<file path="src/rtl/cmp_timer_pkg.sv">
package cmp_timer_pkg;

   // Register offsets (byte addresses, word aligned)
   localparam int unsigned OFS_MATCH = 32'h00;
   localparam int unsigned OFS_COUNT = 32'h04;
   localparam int unsigned OFS_CTRL  = 32'h08;
   localparam int unsigned OFS_CLEAR = 32'h0C;
   localparam int unsigned OFS_DIV   = 32'h34;

   // Highest offset decoded, used to size the address bus check
   localparam int unsigned OFS_TOP   = OFS_DIV;

   // Control register layout: bit 0 run, bit 1 clear-on-match
   typedef struct packed {
      logic clr_on_match;
      logic run;
   } ctrl_t;

   localparam int unsigned CTRL_W = $bits(ctrl_t);

endpackage

</file>
<file path="src/rtl/cmp_timer_regs.sv">
module cmp_timer_regs
   import cmp_timer_pkg::*;
#(
   parameter int unsigned ADDR_W        = 8,
   parameter int unsigned DATA_W        = 32,
   parameter int unsigned CNT_W         = 32,
   parameter int unsigned DIV_W         = 2,
   parameter bit          USE_PRESCALER = 1'b1
) (
   input  logic              clk,
   input  logic              rst_n,
   input  logic [ADDR_W-1:0] bus_addr,
   input  logic              bus_wr,
   input  logic [DATA_W-1:0] bus_wdata,
   input  logic [CNT_W-1:0]  cnt_i,
   output logic [CNT_W-1:0]  match_o,
   output ctrl_t             ctrl_o,
   output logic [DIV_W-1:0]  div_o,
   output logic              clear_o,
   output logic [DATA_W-1:0] rdata_o
);

   localparam logic [ADDR_W-1:0] A_MATCH = ADDR_W'(OFS_MATCH);
   localparam logic [ADDR_W-1:0] A_COUNT = ADDR_W'(OFS_COUNT);
   localparam logic [ADDR_W-1:0] A_CTRL  = ADDR_W'(OFS_CTRL);
   localparam logic [ADDR_W-1:0] A_CLEAR = ADDR_W'(OFS_CLEAR);
   localparam logic [ADDR_W-1:0] A_DIV   = ADDR_W'(OFS_DIV);

   logic              sel_match;
   logic              sel_ctrl;
   logic              sel_clear;
   logic              sel_div;
   logic [CNT_W-1:0]  match_q;
   ctrl_t             ctrl_q;
   logic [DIV_W-1:0]  div_q;

   assign sel_match = (bus_addr == A_MATCH);
   assign sel_ctrl  = (bus_addr == A_CTRL);
   assign sel_clear = (bus_addr == A_CLEAR);
   assign sel_div   = (bus_addr == A_DIV);

   // Compare register, idles at all-ones
   always_ff @(posedge clk or negedge rst_n) begin
      if (!rst_n) begin
         match_q <= '1;
      end else if (bus_wr && sel_match) begin
         match_q <= bus_wdata[CNT_W-1:0];
      end
   end

   // Control register
   always_ff @(posedge clk or negedge rst_n) begin
      if (!rst_n) begin
         ctrl_q <= '0;
      end else if (bus_wr && sel_ctrl) begin
         ctrl_q <= ctrl_t'(bus_wdata[CTRL_W-1:0]);
      end
   end

   // Divider register, present only when the prescaler is built
   generate
      if (USE_PRESCALER) begin : g_div_reg
         always_ff @(posedge clk or negedge rst_n) begin
            if (!rst_n) begin
               div_q <= '0;
            end else if (bus_wr && sel_div) begin
               div_q <= bus_wdata[DIV_W-1:0];
            end
         end
      end else begin : g_div_none
         assign div_q = '0;
      end
   endgenerate

   // Clear is a strobe only, nothing is stored
   assign clear_o = bus_wr && sel_clear;

   // Read path, zero extended
   always_comb begin
      rdata_o = '0;
      case (bus_addr)
         A_MATCH: rdata_o[CNT_W-1:0]  = match_q;
         A_COUNT: rdata_o[CNT_W-1:0]  = cnt_i;
         A_CTRL:  rdata_o[CTRL_W-1:0] = ctrl_q;
         A_DIV:   rdata_o[DIV_W-1:0]  = div_q;
         default: rdata_o = '0;
      endcase
   end

   // Upper write-data bits beyond the stored fields are dropped
   logic unused_wdata;
   assign unused_wdata = ^bus_wdata;

   assign match_o = match_q;
   assign ctrl_o  = ctrl_q;
   assign div_o   = div_q;

   AST_CTRL_HOLD: assert property (@(posedge clk) disable iff (!rst_n)
      !(bus_wr && sel_ctrl) |=> $stable(ctrl_o));

   AST_MATCH_HOLD: assert property (@(posedge clk) disable iff (!rst_n)
      !(bus_wr && sel_match) |=> $stable(match_o));

   AST_MATCH_LOAD: assert property (@(posedge clk) disable iff (!rst_n)
      (bus_wr && sel_match) |=> (match_o == $past(bus_wdata[CNT_W-1:0])));

endmodule

</file>
<file path="src/rtl/cmp_timer_prescale.sv">
module cmp_timer_prescale #(
   parameter int unsigned DIV_W         = 2,
   parameter bit          USE_PRESCALER = 1'b1
) (
   input  logic             clk,
   input  logic             rst_n,
   input  logic             run_i,
   input  logic             restart_i,
   input  logic [DIV_W-1:0] div_i,
   output logic             tick_o
);

   generate
      if (USE_PRESCALER) begin : g_div
         logic [DIV_W-1:0] phase_q;
         logic             tick;

         // Greater-or-equal keeps a shrinking divider from stalling the phase
         assign tick = run_i && (phase_q >= div_i);

         always_ff @(posedge clk or negedge rst_n) begin
            if (!rst_n) begin
               phase_q <= '0;
            end else if (!run_i || restart_i || tick) begin
               phase_q <= '0;
            end else begin
               phase_q <= phase_q + 1'b1;
            end
         end

         assign tick_o = tick;

         AST_TICK_GAP: assert property (@(posedge clk) disable iff (!rst_n)
            (tick_o && (div_i != '0)) |=> (!tick_o || (div_i == '0)));

      end else begin : g_nodiv
         logic unused_inputs;
         assign unused_inputs = ^{clk, rst_n, restart_i, div_i};
         assign tick_o        = run_i;
      end
   endgenerate

   AST_TICK_NEEDS_RUN: assert property (@(posedge clk) disable iff (!rst_n)
      tick_o |-> run_i);

endmodule

</file>
<file path="src/rtl/cmp_timer_core.sv">
module cmp_timer_core #(
   parameter int unsigned CNT_W = 32
) (
   input  logic             clk,
   input  logic             rst_n,
   input  logic             tick_i,
   input  logic             clear_i,
   input  logic             run_i,
   input  logic             clr_on_match_i,
   input  logic [CNT_W-1:0] match_i,
   output logic [CNT_W-1:0] cnt_o,
   output logic             irq_o
);

   logic [CNT_W-1:0] cnt_q;
   logic             at_match;
   logic             hit;
   logic             hit_seen_q;
   logic             irq_q;

   assign at_match = (cnt_q == match_i);
   assign hit      = run_i && at_match;

   // Counter: clear write wins over any tick in the same cycle
   always_ff @(posedge clk or negedge rst_n) begin
      if (!rst_n) begin
         cnt_q <= '0;
      end else if (clear_i) begin
         cnt_q <= '0;
      end else if (tick_i) begin
         if (clr_on_match_i && at_match) begin
            cnt_q <= '0;
         end else begin
            cnt_q <= cnt_q + 1'b1;
         end
      end
   end

   // Interrupt: rising edge of the hit condition, registered
   always_ff @(posedge clk or negedge rst_n) begin
      if (!rst_n) begin
         hit_seen_q <= 1'b0;
         irq_q      <= 1'b0;
      end else begin
         hit_seen_q <= hit;
         irq_q      <= hit && !hit_seen_q;
      end
   end

   assign cnt_o = cnt_q;
   assign irq_o = irq_q;

   AST_IRQ_ONE_CYCLE: assert property (@(posedge clk) disable iff (!rst_n)
      irq_o |=> !irq_o);

   AST_HOLD_STOPPED: assert property (@(posedge clk) disable iff (!rst_n)
      (!run_i && !clear_i) |=> $stable(cnt_o));

   AST_CLEAR_ZERO: assert property (@(posedge clk) disable iff (!rst_n)
      clear_i |=> (cnt_o == '0));

   AST_COM_RESTART: assert property (@(posedge clk) disable iff (!rst_n)
      (tick_i && clr_on_match_i && (cnt_o == match_i)) |=> (cnt_o == '0));

   AST_NO_TICK_HOLD: assert property (@(posedge clk) disable iff (!rst_n)
      (!tick_i && !clear_i) |=> $stable(cnt_o));

endmodule

</file>
<file path="src/rtl/cmp_tick_timer.sv">
module cmp_tick_timer
   import cmp_timer_pkg::*;
#(
   parameter int unsigned ADDR_W        = 8,
   parameter int unsigned DATA_W        = 32,
   parameter int unsigned CNT_W         = 32,
   parameter int unsigned DIV_W         = 2,
   parameter bit          USE_PRESCALER = 1'b1
) (
   input  logic              clk,
   input  logic              rst_n,
   input  logic [ADDR_W-1:0] bus_addr,
   input  logic              bus_wr,
   input  logic [DATA_W-1:0] bus_wdata,
   output logic [DATA_W-1:0] bus_rdata,
   output logic              irq_o
);

   localparam int unsigned ADDR_MIN = $clog2(OFS_TOP + 1);

   // Elaboration-time parameter checks
   generate
      if (ADDR_W < ADDR_MIN) begin : g_bad_addr
         $error("cmp_tick_timer: ADDR_W too small for the register map");
      end
      if (CNT_W > DATA_W || CNT_W < 2) begin : g_bad_cnt
         $error("cmp_tick_timer: CNT_W must lie in 2..DATA_W");
      end
      if (DIV_W < 1 || DIV_W > DATA_W) begin : g_bad_div
         $error("cmp_tick_timer: DIV_W must lie in 1..DATA_W");
      end
      if (DATA_W < CTRL_W) begin : g_bad_data
         $error("cmp_tick_timer: DATA_W cannot hold the control field");
      end
   endgenerate

   logic [CNT_W-1:0] cnt;
   logic [CNT_W-1:0] match;
   ctrl_t            ctrl;
   logic [DIV_W-1:0] div;
   logic             clear;
   logic             tick;

   cmp_timer_regs #(
      .ADDR_W        (ADDR_W),
      .DATA_W        (DATA_W),
      .CNT_W         (CNT_W),
      .DIV_W         (DIV_W),
      .USE_PRESCALER (USE_PRESCALER)
   ) u_regs (
      .clk       (clk),
      .rst_n     (rst_n),
      .bus_addr  (bus_addr),
      .bus_wr    (bus_wr),
      .bus_wdata (bus_wdata),
      .cnt_i     (cnt),
      .match_o   (match),
      .ctrl_o    (ctrl),
      .div_o     (div),
      .clear_o   (clear),
      .rdata_o   (bus_rdata)
   );

   cmp_timer_prescale #(
      .DIV_W         (DIV_W),
      .USE_PRESCALER (USE_PRESCALER)
   ) u_prescale (
      .clk       (clk),
      .rst_n     (rst_n),
      .run_i     (ctrl.run),
      .restart_i (clear),
      .div_i     (div),
      .tick_o    (tick)
   );

   cmp_timer_core #(
      .CNT_W (CNT_W)
   ) u_core (
      .clk            (clk),
      .rst_n          (rst_n),
      .tick_i         (tick),
      .clear_i        (clear),
      .run_i          (ctrl.run),
      .clr_on_match_i (ctrl.clr_on_match),
      .match_i        (match),
      .cnt_o          (cnt),
      .irq_o          (irq_o)
   );

endmodule

</file>
<file path="config.mk">
export PLATFORM = sky130hd
export DESIGN_NAME = cmp_tick_timer
export DESIGN_NICKNAME = d
export VERILOG_FILES = /design/src/rtl/cmp_timer_pkg.sv /design/src/rtl/cmp_timer_regs.sv /design/src/rtl/cmp_timer_prescale.sv /design/src/rtl/cmp_timer_core.sv /design/src/rtl/cmp_tick_timer.sv
export SDC_FILE = /design/constraint.sdc
export NUM_CORES = 1
export LEC_CHECK = 0
export ABC_CLOCK_PERIOD_IN_PS = 2900
export BUFFER_PORTS_ARGS = -buffer_cell sky130_fd_sc_hd__buf_2
export CORE_UTILIZATION = 56
export CTS_CLUSTER_SIZE = 14
export DETAILED_ROUTE_END_ITERATION = 8
export PLACE_DENSITY_LB_ADDON = 0.1
export SETUP_SLACK_MARGIN = 0.4
export SYNTH_ARGS = -nofsm -noshare
export SYNTH_HDL_FRONTEND = slang
export SYNTH_SLANG_ARGS = --single-unit
</file>
<file path="constraint.sdc">
create_clock -name clk -period 2.9 [get_ports clk]
set_input_delay 0.58 -clock clk [delete_from_list [all_inputs] [get_ports clk]]
set_output_delay 0.58 -clock clk [all_outputs]
set_load 0.02 [all_outputs]
</file>
==> results of run 1 <==
## worst max path at each step
stage,from,slack [ns],to
floorplan,bus_addr[7],0.45,bus_rdata[10]
global placement,bus_addr[7],0.35,bus_rdata[17]
detailed placement,bus_addr[7],0.30,bus_rdata[4]
CTS,bus_addr[0],0.40,bus_rdata[1]
global route,bus_addr[7],0.28,bus_rdata[24]
finish,bus_addr[7],0.33,bus_rdata[28]
## logic make-up (layout without fill, tap and decap cells)
kind of cell	Yosys count	in the layout
XOR/XNOR	57	57
buffers and inverters	34	119
flip-flops	72	72
AO/OA/AOI/OAI	49	49
multiplexers	35	35
adder cells (fa/ha/maj)	3	3
AND/OR/NAND/NOR	142	142
## repair_timing
item                       4_1_cts  5_1_grt
setup buffers                    2        3
setup endpoints to repair       32       40
cloned                           1        3
pin swaps                        2       19
resized for setup               20       41
## power by group
group	leakage [nW]	switching [mW]	internal (mW)	total (mW)
registers	0.865	0.0409	1.05	1.10
logic	1.24	0.0958	0.0888	0.185
clock network	0.0861	0.361	0.330	0.692
total	2.19	0.498	1.47	1.97
## worst reg2reg max path: stages (launching register included)
cell	delay [ns]
dfrtp_1	0.51
ha_1	0.31
nand2_1	0.11
or4_4	0.60
nor4_4	0.34
nand3_1	0.14
xor2_1	0.18
nor2_2	0.04
## through the flow
step           instance area [µm²]  hold WS (ns)
2_1_floorplan                 4090         0.284
5_1_grt                       5060         0.283
3_5_place_dp                  4580         0.409
6_report                      5060         0.255
4_1_cts                       4840         0.269
3_3_place_gp                  4580         0.408
## metal layers
layer	up-vias	GRT usage	wire, µm
met5	-	0	0
met1	1578	0.375	4330
met4	0	0.0939	154
met2	102	0.411	4770
met3	14	0.0389	587
li1	1566	-	-
## area by class of cell
cell class                      instances  area [µm²]
Multi-Input combinational cell        286        2130
Clock buffer                           12         145
Inverter                                7        26.3
Sequential cell                        72        1840
Tap cell                               96         120
Fill cell                             526        1850
Timing Repair Buffer                   96         773
Clock inverter                          4        22.5
## flip-flops by register name, summed over array words and instances (netlist names)
| name | count |
|---|---|
| u_prescale.g_div.phase_q | 2 |
| u_regs.match_o | 32 |
| u_regs.div_o | 2 |
| u_core.cnt_o | 32 |
| u_regs.ctrl_o | 2 |
| u_core.hit_seen_q | 1 |
| u_core.irq_o | 1 |
## layout by cell type, fill, tap and decap left out, types with 8 or more instances in the layout
master    instances
and3_1            8
buf_2            41
nor3_1           10
nor2_1           29
a22o_1           30
dfrtp_1          40
mux2_2           35
buf_4            30
buf_6            20
nand2_1          28
clkbuf_8         10
dfstp_2          32
nand4_1          17
xnor2_1          45
nand3_1          17
xor2_1           12
==> flow_summary.yaml, run 1 <==
status:
  outcome: "finished clean"
synth:
  yosys.area.top_type_share: 0.245
  synth-edff-count: 0
  synth_xor_area_frac: 0.122
  ys_types: 42
  yosysWarnings: 0
  post-synth-top-count-cell: "xnor2_1"
  async_reset_ff_frac: 1.00
  synth_compound_gate_area_share: 0.0928
  synth-seq-cells: 72
  ys_seq_area_frac: 0.451
  synth.avg_cell_area_um2: 10.4
  synth.mux.area_fraction: 0.0965
  synthCells: 392
  synthesis.area_um2: 4090
  synthSimpleGateAreaFrac: 0.191
  synth_top_flop_cell: "dfrtp_1"
  synthAdderAreaFrac: 0.00919
  netlist_top_cells_count: "xnor2_1 (45), dfrtp_1 (40), mux2_2 (35), dfstp_2 (32)"
  syn_nets: 438
  synth_top_area_cell: "dfrtp_1"
  yosys-top-cells-area: "dfrtp_1 (25%), dfstp_2 (21%), mux2_2 (9.6%)"
  synth_top_family_by_area: "simple AND/OR/NAND/NOR gates"
critical_path:
  r2r_start: "u_core.cnt_o[0]"
  worst_path_largest_cell_delay_ns: 0.34
  path_max_fanout: 8
  crit_path_end_kind: "primary output"
  critical_path.startpoint_type: "input port"
  crit_arrival_ns: 1.99
  worst_path_most_repeated_cell: "buf_6"
  path_cells: "buf_6, nor4_4, nand2_2, nor3_4, buf_6, clkbuf_16, a22o_1, buf_6"
  slowest_stage: "nor4_4"
  critical_path_class: "in2out"
  cp.depth: 8
  cp_num_buf_inv: 4
  rr_worst_depth: 7
  ff2ff_setup_slack_ns: 0.57
  regToRegEndpoint: "u_core.cnt_o[28]"
  cp.required_ns: 2.32
  crit_family: "simple AND/OR/NAND/NOR gates"
global_routing:
  antenna_found_initial: 0
  grt_pass1_vias: 3069
  track_usage: 0.263
  grt-ovfl-total: 0
  grt_first_pass_wirelength_mm: 15.2
  grt_max_degree: 43
placement:
  place.gp.congestion: 0.815
  place_ws_ns: 0.300
  dp_cells: 548
  dp_hpwl_mm: 6.46
  io_buffers: 75
timing:
  grt_setup_unrepaired: "true"
  final.setup.tns_ns: 0
  tightest_slew_ns: 0.754
  hold_violations: 0
  fmax_ghz: 0.390
  setup_viol: 0
  period_needed_ns: 2.57
  layout_setup_ws_ns: 0.334
  period_share: 0.885
  slew_violations: 0
  fin_skew_ns: 0.0149
  slew_headroom: 0.492
route:
  wirelength_mm: 9.84
  ant_nets: 0
  vias_per_cell: 5.69
  wl_per_cell_um: 17.2
  vias: 3260
  dr.pass1.iters: 4
  drc: 0
  drt_iter0_drc: 179
floorplan:
  fp.coreArea_um2: 6910
  start_util: 0.591
  rows: 30
  die_y_um: 87.4
  dieArea_um2: 7640
  io_pins: 76
  die_w_um: 87.4
clock_tree:
  insertion_delay_ns: 0.34
  ctsLongestPathBuffers: 2
  htreeDepth: 3
  ctsHoldBuffers: 0
  cts.sinks: 72
  cts_buffers: 9
  cts-root-buf: "clkbuf_8"
  clk_pin_slew_worst_paths_ns: 0.08
  cts_tree: "built"
final_layout:
  syn_to_final_growth_pct: 23.9
  final_util: 0.733
  stdcell_count: 573
  fin_nets: 518
  diodes: 0
  drive_gt1_frac: 0.411
flow_run:
  drv_cap: 0
hold_path:
  hp-class: "in2async"
pwr:
  p_per_area_nw_per_um2: 390
  irDropWorstVdd_mv: 0.319
  leakage_nw: 2.19
  p_total_mw: 1.97
No activity file was read; power rests on OpenSTA's default activity.
==> run 2, diff against run 1 <==
- SETUP_SLACK_MARGIN: 0.4 -> not set
==> flow_summary.yaml, run 2 (same netlist as run 1, synthesis figures left out) <==
timing:
  fmax_ghz: 0.382
  setup_viol: 0
  tightest_slew_ns: 0.760
  hold_violations: 0
  slew_headroom: 0.488
  slew_violations: 0
  grt_setup_unrepaired: "false"
  fin_skew_ns: 0.0143
  period_share: 0.903
  period_needed_ns: 2.62
  final.setup.tns_ns: 0
critical_path:
  rr_worst_depth: 7
  slowest_stage: "nor4_2"
  crit_arrival_ns: 2.04
  critical_path_class: "in2out"
  cp.required_ns: 2.32
  worst_path_largest_cell_delay_ns: 0.38
  cp.depth: 7
  r2r_start: "u_core.cnt_o[0]"
  regToRegEndpoint: "u_core.cnt_o[28]"
  ff2ff_setup_slack_ns: 0.44
  crit_path_end_kind: "primary output"
  worst_path_most_repeated_cell: "buf_2"
  path_cells: "buf_2, nor4_2, and3b_1, and2_1, buf_12, a22o_1, buf_2"
  crit_end: "bus_rdata[13]"
  crit_family: "simple AND/OR/NAND/NOR gates"
  crit_start: "bus_addr[7]"
  path_max_fanout: 30
  critical_path.startpoint_type: "input port"
  cp_num_buf_inv: 3
final_layout:
  drive_gt1_frac: 0.385
  final_util: 0.687
  stdcell_count: 564
  final_cell_mix: "buf_2 (75), xnor2_1 (45), dfrtp_1 (40)"
  diodes: 0
  fin_nets: 509
  syn_to_final_growth_pct: 16.1
  layout_commonest_cell: "buf_2"
hold_path:
  hp-class: "in2async"
floorplan:
  start_util: 0.591
  die_w_um: 87.4
  dieArea_um2: 7640
  rows: 30
  fp.coreArea_um2: 6910
  io_pins: 76
  die_y_um: 87.4
status:
  outcome: "finished clean"
global_routing:
  top_usage_layer: "met2"
  grt_pass1_vias: 3020
  met2_usage: 0.400
  grt_first_pass_wirelength_mm: 14.9
  grtUsageMet3: 0.0389
  antenna_found_initial: 0
  use_met1: 0.363
  track_usage: 0.256
  grt-ovfl-total: 0
  grt_max_degree: 43
route:
  drt_iter0_drc: 167
  dr.pass1.iters: 4
  wirelength_mm: 8.79
  drc: 0
  ant_nets: 0
  wl_per_cell_um: 15.6
  vias: 3185
  vias_per_cell: 5.65
pwr:
  irDropWorstVdd_mv: 0.315
  leakage_nw: 2.11
  p_total_mw: 1.96
  p_per_area_nw_per_um2: 412
clock_tree:
  post_cts_buffers: 0
  ctsHoldBuffers: 0
  cts_resized: 0
  htreeDepth: 3
  cts_buffers: 9
  clk_pin_slew_worst_paths_ns: 0.08
  cts_tree: "built"
  cts.sinks: 72
  cts-root-buf: "clkbuf_8"
  insertion_delay_ns: 0.34
  ctsLongestPathBuffers: 2
placement:
  place.gp.congestion: 0.815
  dp_hpwl_mm: 6.46
  io_buffers: 75
  dp_cells: 548
flow_run:
  drv_cap: 0
## run 2: through the flow
stage | hold slack (ns) | setup WS, ns | area (µm²)
2_1_floorplan | 0.284 | 0.454 | 4090
3_3_place_gp | 0.408 | 0.350 | 4580
3_5_place_dp | 0.409 | 0.300 | 4580
4_1_cts | 0.269 | 0.291 | 4740
5_1_grt | 0.283 | 0.206 | 4740
6_report | 0.259 | 0.280 | 4740
## run 2: layout make-up
type,count,area (µm²)
clock buffers,12,145
multi-input cells,286,2100
repair buffers,87,490
fillers,572,2160
clock inverters,4,22.5
flip-flops and latches,72,1840
inverters,7,26.3
well taps,96,120
## run 2: how the worst min path moves through the flow
stage                       from              end  slack, ns
5_1_grt                    rst_n  u_core.cnt_o[4]       0.28
2_1_floorplan              rst_n  u_core.cnt_o[0]       0.28
6_report                   rst_n  u_core.cnt_o[4]       0.26
3_5_place_dp   u_core.hit_seen_q     u_core.irq_o       0.41
3_3_place_gp   u_core.hit_seen_q     u_core.irq_o       0.41
4_1_cts                    rst_n  u_core.cnt_o[6]       0.27
## run 2: power by group
group          leakage (nW)  switching, mW  internal [mW]
clock                0.0861          0.357          0.330
combinational          1.16         0.0899         0.0844
sequential            0.865         0.0399           1.05
## run 2: metal layers
metal  vias to the layer above  routed length (µm)
li1                       1547                   -
met1                      1532                4150
met2                        90                4110
met3                        16                 367
met4                         0                 151
met5                         -                   0
==> run 3, diff against run 2 <==
- ABC_CLOCK_PERIOD_IN_PS: 2900 -> 2950
- clock period: 2.9 -> 2.95 ns (I/O delays scaled with it)
==> flow_summary.yaml, run 3 (same netlist as run 1, synthesis figures left out) <==
global_routing:
  track_usage: 0.265
  grtUsageMet3: 0.0389
  antenna_found_initial: 0
  grt_first_pass_wirelength_mm: 15.2
  grt_pass1_vias: 3071
  grt_max_degree: 45
  top_usage_layer: "met2"
  met2_usage: 0.435
  use_met1: 0.356
  grt-ovfl-total: 0
clock_tree:
  insertion_delay_ns: 0.34
  cts-root-buf: "clkbuf_8"
  cts.sinks: 72
  clk_pin_slew_worst_paths_ns: 0.08
  cts_buffers: 9
  ctsLongestPathBuffers: 2
  cts_resized: 0
  htreeDepth: 3
  ctsHoldBuffers: 0
  cts_tree: "built"
  post_cts_buffers: 0
final_layout:
  regArea_um2: 1840
  layout_commonest_cell: "buf_2"
  drive_gt1_frac: 0.390
  fillers: 586
  fin_nets: 510
  final_util: 0.699
  final_cell_mix: "buf_2 (75), xnor2_1 (45), dfrtp_1 (40)"
  diodes: 0
  syn_to_final_growth_pct: 18.1
  multi_input_area_um2: 2100
floorplan:
  fp.coreArea_um2: 6910
  dieArea_um2: 7640
  rows: 30
  io_pins: 76
  die_y_um: 87.4
  die_w_um: 87.4
  start_util: 0.591
status:
  outcome: "finished clean"
critical_path:
  path_max_fanout: 16
  rr_worst_depth: 7
  crit_family: "simple AND/OR/NAND/NOR gates"
  worst_path_largest_cell_delay_ns: 0.37
  cp.required_ns: 2.36
  path_cells: "buf_2, nor4_2, and3b_1, and2_1, buf_4, a22o_1, buf_2"
  slowest_stage: "nor4_2"
  r2r_start: "u_core.cnt_o[0]"
  worst_path_most_repeated_cell: "buf_2"
  critical_path_class: "in2out"
  crit_path_end_kind: "primary output"
  cp_num_buf_inv: 3
  critical_path.startpoint_type: "input port"
  regToRegEndpoint: "u_core.cnt_o[28]"
  crit_arrival_ns: 2.08
  ff2ff_setup_slack_ns: 0.49
timing:
  layout_setup_ws_ns: 0.276
  slew_headroom: 0.534
  fin_skew_ns: 0.00628
  hold_violations: 0
  period_needed_ns: 2.67
  fmax_ghz: 0.374
  slew_violations: 0
  grt_setup_unrepaired: "false"
  setup_viol: 0
  fin_hold_ws_ns: 0.254
  period_share: 0.907
  tightest_slew_ns: 0.692
  final.setup.tns_ns: 0
pwr:
  leakage_nw: 2.15
  p_per_area_nw_per_um2: 460
  irDropWorstVdd_mv: 0.356
placement:
  io_buffers: 75
  place.gp.congestion: 0.823
  dp_hpwl_mm: 6.76
  place_ws_ns: 0.279
route:
  dr.pass1.iters: 4
  drt_iter0_drc: 156
  vias_per_cell: 5.76
  vias: 3252
  wirelength_mm: 9.34
  ant_nets: 0
  wl_per_cell_um: 16.5
  drc: 0
flow_run:
  drv_cap: 0
hold_path:
  hp-class: "in2async"
==> run 3: cell types whose count changed in the layout (fill, tap and decap cells not counted) <==
cell / change
clkinv_2: -2
clkbuf_1: -2
buf_4: +2
bufinv_16: +3
clkbuf_8: +1
buf_12: -1
==> run 3: worst register-to-register path: stages (launching register included) <==
cell     delay (ns)
dfrtp_1        0.50
ha_1           0.30
nand2_1        0.10
or4_1          0.72
nor4_4         0.39
nand3_1        0.14
xor2_1         0.18
nor2_2         0.04
==> run 3: worst max path at each step <==
stage / slack (ns) / depth (start not counted) / from / to
final: 0.28 / 7 / bus_addr[7] / bus_rdata[16]
after global routing: 0.14 / 7 / bus_addr[7] / bus_rdata[24]
after CTS: 0.28 / 7 / bus_addr[7] / bus_rdata[16]
after detailed placement: 0.28 / 7 / bus_addr[7] / bus_rdata[16]
after global placement: 0.37 / 7 / bus_addr[7] / bus_rdata[21]
after floorplan: 0.48 / 5 / bus_addr[7] / bus_rdata[10]
==> run 3: final cells by class <==
cell class,instances,share of cell area
clock inverter,5,0.0213
tap,96,0.0249
inverter,7,0.00544
sequential,72,0.382
clock buffer,11,0.0314
timing repair buffer,88,0.101
multi-input combinational,286,0.435
==> run 3: layer usage <==
| metal | vias up | share of wire |
|---|---|---|
| met1 | 1591 | 0.45 |
| li1 | 1541 | - |
| met5 | - | 0 |
| met4 | 0 | 0.017 |
| met2 | 104 | 0.49 |
| met3 | 16 | 0.052 |
==> run 3: where the power goes <==
part | switching [mW] | internal [mW] | leakage (nW) | total [mW]
registers | 0.0397 | 1.04 | 0.865 | 1.08
logic | 0.0878 | 0.0828 | 1.16 | 0.171
clock network | 0.368 | 0.607 | 0.126 | 0.975
==> run 3: metrics by stage <==
| step | total power [mW] | cells | instance area [µm²] |
|---|---|---|---|
| 2_1_floorplan | 1.18 | 392 | 4090 |
| 3_3_place_gp | 1.26 | 549 | 4570 |
| 3_5_place_dp | 1.27 | 549 | 4570 |
| 4_1_cts | 2.24 | 565 | 4830 |
| 5_1_grt | 2.30 | 565 | 4830 |
| 6_report | 2.22 | 565 | 4830 |
